`src/rtl/oneshot_out_pkg.sv`:
```
package oneshot_out_pkg;
  typedef enum logic [1:0] {
    SD_HIZ0  = 2'b00,
    SD_HIZ1  = 2'b01,
    SD_INACT = 2'b10,
    SD_ACT   = 2'b11
  } sd_code_e;

  localparam int unsigned CNT_W = 3;
endpackage

```
`src/rtl/os_window.sv`:
```
module os_window #(
  parameter int unsigned CNT_W = 3
) (
  input  logic             clk_i,
  input  logic             rst_ni,
  input  logic             en_i,
  input  logic             trig_i,
  input  logic             tick_i,
  input  logic [CNT_W-1:0] load_i,
  output logic             open_o
);
  logic [CNT_W-1:0] cnt_q;
  logic             open_q;

  always_ff @(posedge clk_i or negedge rst_ni) begin
    if (!rst_ni) begin
      open_q <= 1'b0;
      cnt_q  <= '0;
    end else if (!en_i) begin
      open_q <= 1'b0;
      cnt_q  <= '0;
    end else if (trig_i) begin
      // trigger wins over a coincident tick
      open_q <= 1'b1;
      cnt_q  <= load_i;
    end else if (open_q && tick_i) begin
      if (cnt_q == '0) open_q <= 1'b0;
      else             cnt_q  <= cnt_q - 1'b1;
    end
  end

  assign open_o = open_q;

  assert_trig_opens_R2: assert property (@(posedge clk_i) disable iff (!rst_ni)
    (en_i && trig_i) |=> open_o);
  assert_hold_without_tick_R2: assert property (@(posedge clk_i) disable iff (!rst_ni)
    (en_i && open_o && !tick_i && !trig_i) |=> open_o);
  assert_idle_stays_closed_R2: assert property (@(posedge clk_i) disable iff (!rst_ni)
    (!open_o && !trig_i) |=> !open_o);
endmodule

```
`src/rtl/trig_gate.sv`:
```
module trig_gate (
  input  logic clk_i,
  input  logic rst_ni,
  input  logic mode_i,
  input  logic oe_on_trig_i,
  input  logic trig_i,
  output logic gate_o
);
  logic seen_q;

  always_ff @(posedge clk_i or negedge rst_ni) begin
    if (!rst_ni)      seen_q <= 1'b0;
    else if (!mode_i) seen_q <= 1'b0;
    else if (trig_i)  seen_q <= 1'b1;
  end

  assign gate_o = mode_i & oe_on_trig_i & ~seen_q;

  assert_release_after_trig_R6: assert property (@(posedge clk_i) disable iff (!rst_ni)
    (mode_i && trig_i) |=> !gate_o);
  assert_mode_off_rearms_R8: assert property (@(posedge clk_i) disable iff (!rst_ni)
    (!mode_i) |=> (gate_o == (mode_i && oe_on_trig_i)));
endmodule

```
`src/rtl/pin_mux.sv`:
```
module pin_mux
  import oneshot_out_pkg::*;
(
  input  logic       act_i,
  input  logic       pol_low_i,
  input  logic       gate_i,
  input  logic       shdn_i,
  input  logic [1:0] shdn_state_i,
  output logic       pin_o,
  output logic       pin_oe_o
);
  logic inact_lvl;
  assign inact_lvl = pol_low_i;

  always_comb begin
    pin_o    = act_i ^ pol_low_i;
    pin_oe_o = 1'b1;
    if (shdn_i) begin
      unique case (sd_code_e'(shdn_state_i))
        SD_ACT:   pin_o = ~inact_lvl;
        SD_INACT: pin_o = inact_lvl;
        default: begin
          pin_o    = inact_lvl;
          pin_oe_o = 1'b0;
        end
      endcase
    end else if (gate_i) begin
      pin_o    = inact_lvl;
      pin_oe_o = 1'b0;
    end
  end
endmodule

```
`src/rtl/oneshot_out_stage.sv`:
```
module oneshot_out_stage
  import oneshot_out_pkg::*;
(
  input  logic             clk_i,
  input  logic             rst_ni,
  input  logic             cmp_i,
  input  logic             trig_i,
  input  logic             tick_i,
  input  logic             oneshot_en_i,
  input  logic             trig_mode_i,
  input  logic             oe_on_trig_i,
  input  logic [CNT_W-1:0] ext_cnt_i,
  input  logic             pol_low_i,
  input  logic             shdn_i,
  input  logic [1:0]       shdn_state_i,
  output logic             pin_o,
  output logic             pin_oe_o
);
  logic win_open, gate, act;

  os_window #(.CNT_W(CNT_W)) u_win (
    .clk_i  (clk_i),
    .rst_ni (rst_ni),
    .en_i   (oneshot_en_i),
    .trig_i (trig_i),
    .tick_i (tick_i),
    .load_i (ext_cnt_i),
    .open_o (win_open)
  );

  trig_gate u_gate (
    .clk_i        (clk_i),
    .rst_ni       (rst_ni),
    .mode_i       (trig_mode_i),
    .oe_on_trig_i (oe_on_trig_i),
    .trig_i       (trig_i),
    .gate_o       (gate)
  );

  assign act = oneshot_en_i ? win_open : cmp_i;

  pin_mux u_mux (
    .act_i        (act),
    .pol_low_i    (pol_low_i),
    .gate_i       (gate),
    .shdn_i       (shdn_i),
    .shdn_state_i (shdn_state_i),
    .pin_o        (pin_o),
    .pin_oe_o     (pin_oe_o)
  );

  assert_plain_follow_R1: assert property (@(posedge clk_i) disable iff (!rst_ni)
    (!oneshot_en_i && !shdn_i && !gate) |-> (pin_oe_o && pin_o == (cmp_i ^ pol_low_i)));
  assert_gate_hiz_R6: assert property (@(posedge clk_i) disable iff (!rst_ni)
    (gate && !shdn_i) |-> (!pin_oe_o && pin_o == pol_low_i));
  assert_sd_forced_R10: assert property (@(posedge clk_i) disable iff (!rst_ni)
    (shdn_i && shdn_state_i[1]) |-> (pin_oe_o && pin_o == (shdn_state_i[0] ^ pol_low_i)));
  assert_sd_hiz_R11: assert property (@(posedge clk_i) disable iff (!rst_ni)
    (shdn_i && !shdn_state_i[1]) |-> (!pin_oe_o && pin_o == pol_low_i));
endmodule

```
`config.mk`:
```
export PLATFORM = sky130hd
export DESIGN_NAME = oneshot_out_stage
export DESIGN_NICKNAME = d
export VERILOG_FILES = /design/src/rtl/oneshot_out_pkg.sv /design/src/rtl/os_window.sv /design/src/rtl/trig_gate.sv /design/src/rtl/pin_mux.sv /design/src/rtl/oneshot_out_stage.sv
export SDC_FILE = /design/constraint.sdc
export NUM_CORES = 1
export LEC_CHECK = 0
export BUFFER_PORTS_ARGS = -buffer_cell sky130_fd_sc_hd__buf_4
export CORE_AREA = 5 5 42 44
export CTS_CLUSTER_DIAMETER = 150
export DETAILED_ROUTE_END_ITERATION = 12
export DIE_AREA = 0 0 47 49
export GPL_TIMING_DRIVEN = 0
export SLEW_MARGIN = 20
export SYNTH_ARGS = -nofsm -noshare
export SYNTH_HDL_FRONTEND = slang
export SYNTH_HIERARCHICAL = 1
export SYNTH_SLANG_ARGS = --single-unit
export TNS_END_PERCENT = 10
```
`constraint.sdc`:
```
create_clock -name clk_i -period 1.9 [get_ports clk_i]
set_clock_uncertainty 0.15 [all_clocks]
set_input_delay 0.38 -clock clk_i [delete_from_list [all_inputs] [get_ports clk_i]]
set_output_delay 0.38 -clock clk_i [all_outputs]
set_load 0.01 [all_outputs]
```
---- Word-level counts from Yosys, hierarchy flattened ----
Index checks and enable logic that the tools add are counted.
storage, ports and cells
  flip-flop bits (word level) ............. 5
  bits of input ports ..................... 15
  word-level logic and storage cells ...... 37
operators by class
  add/sub/neg operators ................... 1
  eq/ne operators ......................... 6
  multiplexer cells ....................... 17
  bitwise operators ....................... 5
  reductions and logical operators ........ 5
operators by type and width
  kind                 count
  $mux 1               13
  $mux 3               4
  $ne 3x2->1 const B   2
  $eq 2x2->1 const B   2
  $reduce_and 2->1     2
  $logic_not 3->1      1
  $ne 3x3->1 const B   1
  $sub 3x1->3 const B  1
  $and 1x1->1          2
  $ne 2x2->1 const B   1
  $not 1->1            2
  $reduce_or 2->1      1
  $logic_and 1x1->1    1
  $xor 1x1->1          1

---- Depth between registers and ports, before layout ----
Gate-level depths: netlist of run 1.
  depth after elaboration ................. 5
  mapped depth ............................ 6
  gate-level depth less buffers ........... 6

---- Cells and area by module ----
The synthesis of run 1 kept the hierarchy.
by module, submodules not included
  module             instances  cells each  area an instance (µm²)  seq. area each (µm²)
  os_window          1          25          241.5                   100.1
  trig_gate          1          3           41.3                    25.0
  pin_mux            1          5           31.3                    0.0
  oneshot_out_stage  1          1           15.0                    0.0

---- Worst setup path before layout of run 1 ----
OpenSTA, ideal clock, no wires.
  path type ............................... flip-flop to output port
  start point ............................. register u_win.open_q, in the netlist u_win/open_o
  end point ............................... output port pin_o
  arrival ................................. 1.122 ns
  data required time ...................... 1.370 ns
  setup slack ............................. 0.248 ns
  cell stages (with the launch flop) ...... 5
  buffers on the path ..................... 0
  cell sequence ........................... dfrtp_1 > mux2_4 > nor3b_1 > a31oi_1 > xnor2_1
between the ends
  cells in the longest elaborated chain, start to end .. 4
RTL lines
  item                    RTL line                 source
  start, declared         os_window.sv:13          logic open_q;
  start signal, assigned  os_window.sv:17          open_q <= 1'b0;
  start signal, assigned  os_window.sv:20          open_q <= 1'b0;
  start signal, assigned  os_window.sv:24          open_q <= 1'b1;
  $mux 1                  oneshot_out_stage.sv:40  assign act = oneshot_en_i ? win_open : cmp_i;
  via act                 oneshot_out_stage.sv:19  logic win_open, gate, act;
  $xor 1x1->1             pin_mux.sv:16            pin_o = act_i ^ pol_low_i;
  $mux 1                  pin_mux.sv:27            end else if (gate_i) begin
  $mux 1                  pin_mux.sv:18            if (shdn_i) begin
  end, declared           oneshot_out_stage.sv:16  output logic pin_o,
The timed path passes the listed nets, and every way through them passes these cells.

---- Worst setup path in the final report of run 1 ----
Ends and elaborated chain as after synthesis.

==> results of run 1 <==
## final timing paths
kind / to / start / cells past startpoint / slack [ns]
setup / recovery: pin_o / u_win/open_o / 5 / -0.08
hold / removal: u_gate/seen_q / trig_mode_i / 2 / 0.21
setup reg to reg: u_win/cnt_q[1] / u_win/cnt_q[0] / 6 / 0.17
hold reg to reg: u_gate/seen_q / u_gate/seen_q / 1 / 0.32
max in group asynchronous: u_gate/seen_q / rst_ni / 2 / 1.16
min in group asynchronous: u_win/cnt_q[2] / rst_ni / 2 / 0.32
## metrics by stage
step	utilization [%]	cell area [sq um]	total power [uW]
after detailed placement	33.5	469	199
after floorplan	-	329	158
after global placement	33.5	469	198
final	36.6	513	326
after CTS	36.6	513	334
after global routing	36.6	513	351
## critical path, delay by kind of cell (launching register included)
family                 cells  cell delay [ns]
AO/OA/AOI/OAI              1             0.18
AND/OR/NAND/NOR            1             0.14
flip-flops                 1             0.37
multiplexers               1             0.25
XOR/XNOR                   1             0.14
buffers and inverters      1             0.14
## what timing repair did
action,4_1_cts,5_1_grt
endpoints found under the setup margin,1,1
buffers inserted,1,0
hold endpoints to repair,5,0
pin swaps,0,1
hold buffers,1,0
## cells by family (layout without fill, tap and decap cells)
family	Yosys count	after routing	share of synthesized area, %
xor gates and xnor gates	2	2	5.32
adders and majority gates	2	2	7.60
and+or+nand+nor	12	12	26.2
AOI/OAI and AO/OA	8	8	13.7
DFF	5	5	38.0
buffers and inverters	4	26	4.56
muxes	1	1	4.56
## where the power goes
group,switching [uW],internal [uW],leakage [uW]
Sequential,3.41,114,0.0000643
Combinational,33.6,49.8,0.000182
Clock,45.0,79.5,0.0000150
Total,82.0,244,0.000261
## flip-flops by register name (all words and copies together), names as in the netlist
register / flops
u_win/cnt_q: 3
u_win/open_o: 1
u_gate/seen_q: 1
## synth_stat cells (all sizes together)
cell and instances:
xnor2 2, or2 1, dfrtp 5, o21ai 3, mux2 1, a21oi 2, a31oi 2, nand2 3
nand3b 1, ha 2, or4b 1, nor2b 1, nand3 2, and3b 1, nor3b 1, nand4 1
inv 4, o21a 1
## cell type report
cell class                 instances  area [sq um]
timing repair buffer              18           138
multi-input combinational         25           189
fill                             150           888
inverter                           4          15.0
sequential                         5           125
clock buffer                       4          26.3
tap                               16          20.0
## metal layers
layer	share of wire, %	wire length [microns]	vias up
met1	41	325	136
li1	-	-	165
met5	0	0	-
met3	15	120	0
met2	43	341	16
met4	0	0	0
==> flow_metrics.env, run 1 <==
export IMPL_grt_pass1_vias=294
export IMPL_cts_root_buffer="sky130_fd_sc_hd__clkbuf_4"
export IMPL_worst_path_largest_cell_delay_ns=0.37
export IMPL_yosysTopAreaCell="sky130_fd_sc_hd__dfrtp_1"
export IMPL_post_synth_top_area_fraction_pct=38.0
export IMPL_final_setup_tns_ns=-0.0846
export IMPL_fin_crit_ns=1.98
export IMPL_antenna_cells=0
export IMPL_ys_top_cells_by_area="sky130_fd_sc_hd__dfrtp_1 38%, sky130_fd_sc_hd__ha_1 7.6%, sky130_fd_sc_hd__nand3b_4 6.1%"
export IMPL_largest_net_degree_at_the_start_of_global_routing=8
export IMPL_floorplan_rows=14
export IMPL_critPathRequiredTime_ns=1.37
export IMPL_worst_setup_path_start_kind="flop"
export IMPL_post_cts_resized=0
export IMPL_worst_hold_slack_ns=0.209
export IMPL_synth_avg_cell_area_sq_um=9.68
export IMPL_route_vias_total=317
export IMPL_finalHoldViolations=0
export IMPL_critPathMaxFanout=2
export IMPL_clock_latency_ns=0.24
export IMPL_post_drt_wl_per_cell_microns=10.9
export IMPL_power_density_nw_per_um2=635
export IMPL_remaining_drc_errors=0
export IMPL_power_leakage_uw=0.000261
export IMPL_count_of_mapped_cells_out_of_synthesis=34
export IMPL_slew_limit_headroom_pct=87.2
export IMPL_worst_endpoint_arrival_ns=1.45
export IMPL_grtUsageMet3_pct=2.95
export IMPL_min_period_over_period_pct=104
export IMPL_place_detailed_hpwl_microns=616
export IMPL_violated_checks="setup timing"
export IMPL_achievable_frequency_mhz=504
export IMPL_gp_congestion=0.739
export IMPL_max_cap_violations=0
export IMPL_antenna_violations_before_repair=0
export IMPL_drive_above_1_share_pct=41.1
export IMPL_design_die_area_sq_um=2300
export IMPL_status="finished, violations left"
export IMPL_end_kind="primary output"
export IMPL_yosys_warnings=6
export IMPL_crit_path_cell_trace="mux2_4 > nor3b_1 > a31oi_1 > xnor2_1 > buf_4"
export IMPL_globalRoute_totalOverflow=0
export IMPL_cts_htree_levels=1
export IMPL_buffer_ports_inserted=16
export IMPL_most_common_cell_after_layout_fill_and_taps_aside="sky130_fd_sc_hd__buf_4"
export IMPL_post_route_worst_setup_slack_ns=-0.0846
export IMPL_post_layout_nonfiller_instances=72
export IMPL_final_antenna_net_count=0
export IMPL_detailedRoute_firstPassIterationCount=1
export IMPL_setup_viol_count_final=1
export IMPL_syn_num_nets=51
export IMPL_transition_at_the_pin_with_the_smallest_max_transition_slack_ns=0.191
export IMPL_cts_sink_count=5
export IMPL_grt_pass1_wl_mm=1.17
export IMPL_start_util_pct=23.5
export IMPL_place_worst_setup_slack_ns=-0.0330
export IMPL_timing_setup_critical_path_class="reg -> out"
export IMPL_post_synthesis_instance_area_sq_um=329
export IMPL_postSynthRegisterBits=5
export IMPL_grt_usage_pct=7.15
export IMPL_syn_to_final_growth_pct=55.9
export IMPL_placed_cells=66
export IMPL_numCtsBuffers=3
export IMPL_synth_cell_types=18
export IMPL_vertical_die_dimension_microns=49
export IMPL_cts_tree="yes"
export IMPL_cp_slowest_cell="sky130_fd_sc_hd__dfrtp_1"
export IMPL_drt_initial_drc_count=0
export IMPL_synth_yosys_seq_area_share_pct=38.0
export IMPL_finalNetCount=74
export IMPL_ios=17
export IMPL_worst_setup_hold_path_clk_slew_ns=0.05
export IMPL_globalRouteMet1Util_pct=8.26
export IMPL_detail_routed_via_count_per_cell=4.40
export IMPL_globalRouteMet2Util_pct=10.6
export IMPL_dieWidth_microns=47
export IMPL_total_wirelength_of_the_detailed_routed_design_microns=787
export IMPL_hold_class="in -> reg"
export IMPL_ctsLongestPathBuffers=2
export IMPL_layer_with_the_highest_usage_after_global_routing="met2"
export IMPL_grt_setup_unrepaired="yes"
export IMPL_layout_common_cells="17 x sky130_fd_sc_hd__buf_4, 5 x sky130_fd_sc_hd__dfrtp_1, 4 x sky130_fd_sc_hd__inv_1"
export IMPL_final_max_slew_violation_count=0
export IMPL_core_box_area_sq_um=1400
export IMPL_ir_worst_vdd_uv=295
Note: power is estimated with default switching activity, not from simulation.
==> run 2: changes to the inputs <==
- CELL_PAD_IN_SITES_DETAIL_PLACEMENT: default -> 2
- CELL_PAD_IN_SITES_GLOBAL_PLACEMENT: default -> 2
- CORE_AREA: 5 5 42 44 -> default
- CORE_MARGIN: default -> 5
- CORE_UTILIZATION: default -> 22
- DIE_AREA: 0 0 47 49 -> default
- PLACE_DENSITY_LB_ADDON: default -> 0.1
- clock period: 1.9 -> 2 ns (I/O delays scaled with it)
==> run 2 against run 1 <==
Compared with the run above:
- the flow still finishes with violations (setup timing)
- flip-flop and latch count unchanged
- sequential power down 5%
- cell area unchanged
- global-route usage up 3.1 points
- critical endpoint unchanged
- highest routed layer is now met4
==> flow_metrics.env, run 2 (synthesis gave the netlist of run 1 again) <==
export IMPL_achievable_frequency_mhz=500
export IMPL_vertical_die_dimension_microns=48.7
export IMPL_place_detailed_hpwl_microns=802
export IMPL_most_common_cell_after_layout_fill_and_taps_aside="sky130_fd_sc_hd__buf_4"
export IMPL_crit_path_cell_trace="mux2_4 > nor3b_1 > a31oi_1 > xnor2_1 > buf_4"
export IMPL_cts_tree="yes"
export IMPL_ctsLongestPathBuffers=2
export IMPL_layout_common_cells="17 x sky130_fd_sc_hd__buf_4, 5 x sky130_fd_sc_hd__dfrtp_1, 4 x sky130_fd_sc_hd__inv_1"
export IMPL_worst_hold_path_ep="u_gate/seen_q"
export IMPL_slew_limit_headroom_pct=87.6
export IMPL_worst_r2r_path_depth=6
export IMPL_end_kind="primary output"
export IMPL_start_util_pct=22.6
export IMPL_post_layout_nonfiller_instances=72
export IMPL_violated_checks="setup timing"
export IMPL_remaining_drc_errors=0
export IMPL_final_antenna_net_count=0
export IMPL_ir_worst_vdd_uv=443
export IMPL_power_leakage_uw=0.000261
export IMPL_grt_usage_pct=10.2
export IMPL_placed_cells=66
export IMPL_multi_input_combinational_cell_area_sq_um=189
export IMPL_holdCritStartpoint="trig_mode_i"
export IMPL_buffer_ports_inserted=16
export IMPL_cts_sink_count=5
export IMPL_grt_pass1_vias=396
export IMPL_hold_class="in -> reg"
export IMPL_setup_worst_path_start="u_win/open_o"
export IMPL_grt_pass1_wl_mm=1.84
export IMPL_fin_total_pwr_uw=314
export IMPL_critPathMaxFanout=2
export IMPL_numCtsBuffers=3
export IMPL_total_wirelength_of_the_detailed_routed_design_mm=1.02
export IMPL_detailedRoute_firstPassIterationCount=3
export IMPL_timing_setup_critical_path_class="reg -> out"
export IMPL_antenna_cells=0
export IMPL_instance_count_along_the_most_critical_hold_path=2
export IMPL_area_sequential_sq_um=125
export IMPL_gp_congestion=0.752
export IMPL_post_route_worst_setup_slack_ns=-0.000826
export IMPL_worst_setup_path_start_kind="flop"
export IMPL_detail_routed_via_count_per_cell=4.58
export IMPL_antenna_violations_before_repair=0
export IMPL_syn_to_final_growth_pct=55.9
export IMPL_cts_htree_levels=1
export IMPL_design_die_area_sq_um=2370
export IMPL_setup_reg_to_reg_worst_slack_ns=0.23
export IMPL_dieWidth_microns=48.7
export IMPL_transition_at_the_pin_with_the_smallest_max_transition_slack_ns=0.186
export IMPL_fin_crit_ns=2.00
export IMPL_floorplan_rows=14
export IMPL_worst_setup_hold_path_clk_slew_ns=0.05
export IMPL_critPathRequiredTime_ns=1.45
export IMPL_clock_latency_ns=0.24
export IMPL_core_box_area_sq_um=1450
export IMPL_power_density_nw_per_um2=613
export IMPL_worst_endpoint_arrival_ns=1.45
export IMPL_crit_reg2reg_capture="u_win/cnt_q[1]"
export IMPL_finalNetCount=74
export IMPL_globalRoute_totalOverflow=0
export IMPL_cts_root_buffer="sky130_fd_sc_hd__clkbuf_4"
export IMPL_ios=17
export IMPL_drt_initial_drc_count=3
export IMPL_post_cts_resized=0
export IMPL_grt_setup_unrepaired="yes"
export IMPL_max_cap_violations=0
export IMPL_cp_slowest_cell="sky130_fd_sc_hd__dfrtp_1"
export IMPL_post_drt_wl_per_cell_microns=14.2
export IMPL_finalHoldViolations=0
export IMPL_worst_path_largest_cell_delay_ns=0.37
export IMPL_largest_net_degree_at_the_start_of_global_routing=8
export IMPL_top_register="u_win/cnt_q"
export IMPL_min_period_over_period_pct=100
export IMPL_setup_viol_count_final=1
export IMPL_route_vias_total=330
export IMPL_largest_reg_flops=3
export IMPL_critical_path_reg2reg_startpoint="u_win/cnt_q[0]"
export IMPL_status="finished, violations left"
export IMPL_drive_above_1_share_pct=41.1
export IMPL_final_max_slew_violation_count=0
export IMPL_fillCellCount=174
## run 2: layer usage
| metal | share of wire [%] | vias up | routed length [microns] | track usage, % |
|---|---|---|---|---|
| met4 | 1.2 | 0 | 12 | 5.38 |
| met1 | 43 | 159 | 443 | 11.2 |
| met3 | 3.7 | 2 | 38 | 4.29 |
| met2 | 52 | 5 | 530 | 16.5 |
| met5 | 0 | - | 0 | 0 |
| li1 | - | 164 | - | - |
## run 2: metrics by stage
stage / setup slack, ns / hold slack, ns / utilization [%] / TNS [ns] / instance area [sq um]
global placement: 0.0547 / 0.0568 / 32.3 / 0 / 469
detailed placement: 0.0330 / 0.0569 / 32.3 / 0 / 469
global route: -0.0831 / 0.237 / 35.3 / -0.0831 / 513
CTS: -0.0325 / 0.222 / 35.3 / -0.0325 / 513
finish: -0.000826 / 0.226 / 35.3 / -0.000826 / 513
floorplan: 0.308 / -0.0456 / - / 0 / 329
## run 2: area by class of cell
type                            count  area share (%)
Tap cell                           16            3.90
Sequential cell                     5            24.4
Timing Repair Buffer               18            26.8
Clock buffer                        4            5.12
Multi-Input combinational cell     25            36.8
Inverter                            4            2.93
## run 2: critical path: cells and delay by family (launching register included)
| family | cells | cell delay, ns |
|---|---|---|
| flops | 1 | 0.37 |
| xor+xnor | 1 | 0.14 |
| compound gates | 1 | 0.17 |
| simple gates | 1 | 0.14 |
| mux | 1 | 0.25 |
| buf+inv | 1 | 0.14 |
## run 2: timing repair
action / CTS / global route
gates cloned: 0 / 0
hold endpoints to repair: 5 / 0
endpoints found under the setup margin: 1 / 1
setup buffers: 1 / 0
hold buffers: 1 / 0
## run 2: worst max-delay path by stage
stage                     slack, ns  cells past startpoint  endpoint
after floorplan                0.31                      4     pin_o
after global placement         0.05                      6     pin_o
after detailed placement       0.03                      6     pin_o
after CTS                     -0.03                      5     pin_o
after global routing          -0.08                      5     pin_o
final                       -0.0008                      5     pin_o
## run 2: power breakdown
part,internal [uW],switching [uW]
logic,48.1,34.9
registers,109,3.47
clock network,75.6,43.5
total,232,81.8
==> run 3: changes to the inputs <==
- ABC_AREA: default -> 1
==> run 3 against run 2 <==
Compared with the run above:
- the flow now finishes without violations
- first-iteration DRC count decreased by 67%
- cell area increased by 15%
- register-to-register slack improved by 0.38 ns
- non-clock buffer count unchanged
- critical path depth increased by 2
- sequential share of layout area decreased by 3.1 points
- setup slack improved by 0.25 ns
- synthesized cell count increased by 76%
- combinational power increased by 33%
- utilization decreased by 1.2 points
- clock power decreased by 4%
- fmax increased by 14%
- critical path type unchanged
- critical endpoint unchanged
- largest cell class unchanged
==> flow_metrics.env, run 3 <==
export IMPL_yosys_warnings=6
export IMPL_yosys_cell_count_top_type="sky130_fd_sc_hd__nand2_1"
export IMPL_yosysTopAreaCell="sky130_fd_sc_hd__dfrtp_1"
export IMPL_cts_root_buffer="sky130_fd_sc_hd__clkbuf_4"
export IMPL_grt_pass1_wl_mm=1.68
export IMPL_design_die_area_sq_um=2770
export IMPL_status="completed"
export IMPL_place_detailed_hpwl_microns=943
export IMPL_worst_setup_hold_path_clk_slew_ns=0.04
export IMPL_holdCritStartpoint="trig_mode_i"
export IMPL_fillCellCount=224
export IMPL_critPathRequiredTime_ns=1.45
export IMPL_synth_yosys_seq_area_share_pct=31.3
export IMPL_synth_compound_area_share_pct=2.50
export IMPL_ys_top_cells_by_area="sky130_fd_sc_hd__dfrtp_1 31%, sky130_fd_sc_hd__nand2_1 18%, sky130_fd_sc_hd__nand3_1 15%"
export IMPL_timing_setup_critical_path_class="reg -> out"
export IMPL_grt_pass1_vias=438
export IMPL_power_leakage_uw=0.000332
export IMPL_drt_initial_drc_count=1
export IMPL_syn_num_nets=77
export IMPL_muxShareOfSynthArea_pct=0
export IMPL_worst_setup_path_start_kind="flop"
export IMPL_post_synth_fa_ha_maj_area_fraction_pct=6.25
export IMPL_ctsLongestPathBuffers=2
export IMPL_combinationalPowerShare_pct=31.8
export IMPL_crit_reg2reg_capture="u_win/cnt_q[2]"
export IMPL_worst_path_largest_cell_delay_ns=0.37
export IMPL_fin_crit_ns=1.75
export IMPL_grt_usage_pct=8.47
export IMPL_synth_top_family_by_area="simple AND/OR/NAND/NOR gates"
export IMPL_power_frac_clock_pct=33.1
export IMPL_seq_power_share_pct=35.1
export IMPL_post_synth_top_area_fraction_pct=31.3
export IMPL_finalHoldViolations=0
export IMPL_placedInstanceArea_sq_um=552
export IMPL_synth_top_cells_by_count="19 x sky130_fd_sc_hd__nand2_1, 12 x sky130_fd_sc_hd__nand3_1, 10 x sky130_fd_sc_hd__inv_1"
export IMPL_netSwitchingFraction_pct=30.0
export IMPL_start_util_pct=23.2
export IMPL_critical_path_reg2reg_startpoint="u_win/cnt_q[0]"
export IMPL_critPathTopFamily="simple AND/OR/NAND/NOR gates"
export IMPL_detail_routed_via_count_per_cell=4.08
export IMPL_final_max_slew_violation_count=0
export IMPL_crit_path_cell_trace="nor2_1 > nor2_1 > nand2_1 > nand3_1 > nand2_1 > inv_1 > buf_4"
export IMPL_post_synthesis_instance_area_sq_um=400
export IMPL_fin_total_pwr_uw=345
export IMPL_yosys_area_share_simple_pct=45.3
export IMPL_final_antenna_net_count=0
export IMPL_transition_at_the_pin_with_the_smallest_max_transition_slack_ns=0.155
export IMPL_top_register="u_win/cnt_q"
export IMPL_worst_r2r_path_depth=8
export IMPL_synth_cell_types=14
export IMPL_largest_reg_flops=3
export IMPL_cp_slowest_cell="sky130_fd_sc_hd__dfrtp_1"
export IMPL_postCtsSetupRepairBufs=0
export IMPL_finalNetCount=99
export IMPL_most_common_cell_after_layout_fill_and_taps_aside="sky130_fd_sc_hd__nand2_1"
export IMPL_synth_avg_cell_area_sq_um=6.67
export IMPL_power_density_nw_per_um2=587
export IMPL_end_kind="primary output"
export IMPL_total_wirelength_of_the_detailed_routed_design_mm=1.04
export IMPL_drive_above_1_share_pct=30.9
export IMPL_cts_htree_levels=1
export IMPL_min_period_over_period_pct=87.4
export IMPL_final_area_sq_um=588
export IMPL_layout_common_cells="19 x sky130_fd_sc_hd__nand2_1, 16 x sky130_fd_sc_hd__buf_4, 12 x sky130_fd_sc_hd__nand3_1"
export IMPL_achievable_frequency_mhz=572
export IMPL_worst_hold_slack_ns=0.237
export IMPL_dieWidth_microns=52.7
export IMPL_placed_cells=101
export IMPL_synth_xor_xnor_area_share_pct=0
export IMPL_max_cap_violations=0
export IMPL_synth_enable_flop_cells=0
export IMPL_grt_setup_unrepaired="no"
export IMPL_setup_reg_to_reg_worst_slack_ns=0.61
export IMPL_ir_worst_vdd_uv=452
export IMPL_vertical_die_dimension_microns=52.7
export IMPL_final_setup_tns_ns=0
export IMPL_worst_endpoint_arrival_ns=1.20
export IMPL_gp_congestion=0.700
export IMPL_cts_tree="yes"
export IMPL_largest_net_degree_at_the_start_of_global_routing=9
export IMPL_synth_top_flop_cell="sky130_fd_sc_hd__dfrtp_1"
export IMPL_antenna_cells=0
export IMPL_instance_count_along_the_most_critical_hold_path=3
export IMPL_detailedRoute_firstPassIterationCount=3
export IMPL_slew_limit_headroom_pct=89.5
export IMPL_post_layout_nonfiller_instances=106
export IMPL_critPathMaxFanout=2
export IMPL_core_box_area_sq_um=1730
export IMPL_antenna_violations_before_repair=0
export IMPL_post_drt_wl_per_cell_microns=9.81
export IMPL_numCtsBuffers=3
export IMPL_ios=17
export IMPL_async_flop_share_pct=100
export IMPL_syn_to_final_growth_pct=46.9
export IMPL_total_net_switching_power_uw=104
export IMPL_cp_buffers_inverters=2
export IMPL_remaining_drc_errors=0
export IMPL_worst_hold_path_ep="u_gate/seen_q"
export IMPL_cellInternalPower_uw=241
export IMPL_route_vias_total=432
export IMPL_clock_latency_ns=0.24
export IMPL_setup_viol_count_final=0
export IMPL_floorplan_rows=15
export IMPL_globalRoute_totalOverflow=0
export IMPL_count_of_mapped_cells_out_of_synthesis=60
export IMPL_buffer_ports_inserted=16
export IMPL_cts_sink_count=5
export IMPL_hold_class="in -> reg"
export IMPL_postSynthRegisterBits=5
run 3: how the worst max path moves through the flow:
stage	from	to	slack, ns	cells past startpoint
6_report	u_gate/seen_q	pin_o	0.25	7
5_1_grt	u_gate/seen_q	pin_o	0.12	7
4_1_cts	u_gate/seen_q	pin_o	0.22	7
3_5_place_dp	trig_mode_i	pin_o	0.28	10
3_3_place_gp	trig_mode_i	pin_o	0.31	10
2_1_floorplan	trig_mode_i	pin_o	0.60	8
run 3: stage by stage:
step / setup slack, ns / utilization [%]
3_5_place_dp: 0.283 / 32.0
2_1_floorplan: 0.597 / -
4_1_cts: 0.216 / 34.1
5_1_grt: 0.120 / 34.1
6_report: 0.252 / 34.1
3_3_place_gp: 0.314 / 32.0
run 3: routing by layer:
| layer | wire, microns | track usage [%] |
|---|---|---|
| met1 | 436 | 9.68 |
| met2 | 537 | 13.0 |
| met3 | 65 | 5.13 |
| met4 | 0 | 2.55 |
| met5 | 0 | 0 |
run 3: repair_timing:
action                                 CTS  global route
hold buffers                             1             0
resized for setup                        0             0
endpoints found under the hold margin    5             0
run 3: final cells by class:
type                    count  area (sq um)  area share [%]
flip-flops and latches      5           125            21.3
well taps                  25          31.3            5.32
clock buffers               4          26.3            4.47
plain buffers               1          11.3            1.91
repair buffers             17           130            22.1
inverters                  12          47.5            8.09
multi-input cells          42           216            36.8
run 3: cell families after synthesis:
kind of cell | Yosys count
buffers and inverters | 13
AND/OR/NAND/NOR | 38
AO/OA/AOI/OAI | 2
adder cells (fa/ha/maj) | 2
flip-flops | 5
run 3: worst min-delay path, stage by stage:
cell	delay, ns
sky130_fd_sc_hd__buf_4	0.11
sky130_fd_sc_hd__inv_1	0.04
sky130_fd_sc_hd__nor2_1	0.03
run 3: power by group through the flow:
| stage | clock network [uW] | registers (uW) | logic, uW |
|---|---|---|---|
| after detailed placement | 0 | 123 | 112 |
| after floorplan | 0 | 120 | 63.3 |
| after global routing | 132 | 123 | 129 |
| final | 114 | 121 | 110 |
| after global placement | 0 | 123 | 107 |
| after CTS | 123 | 122 | 114 |
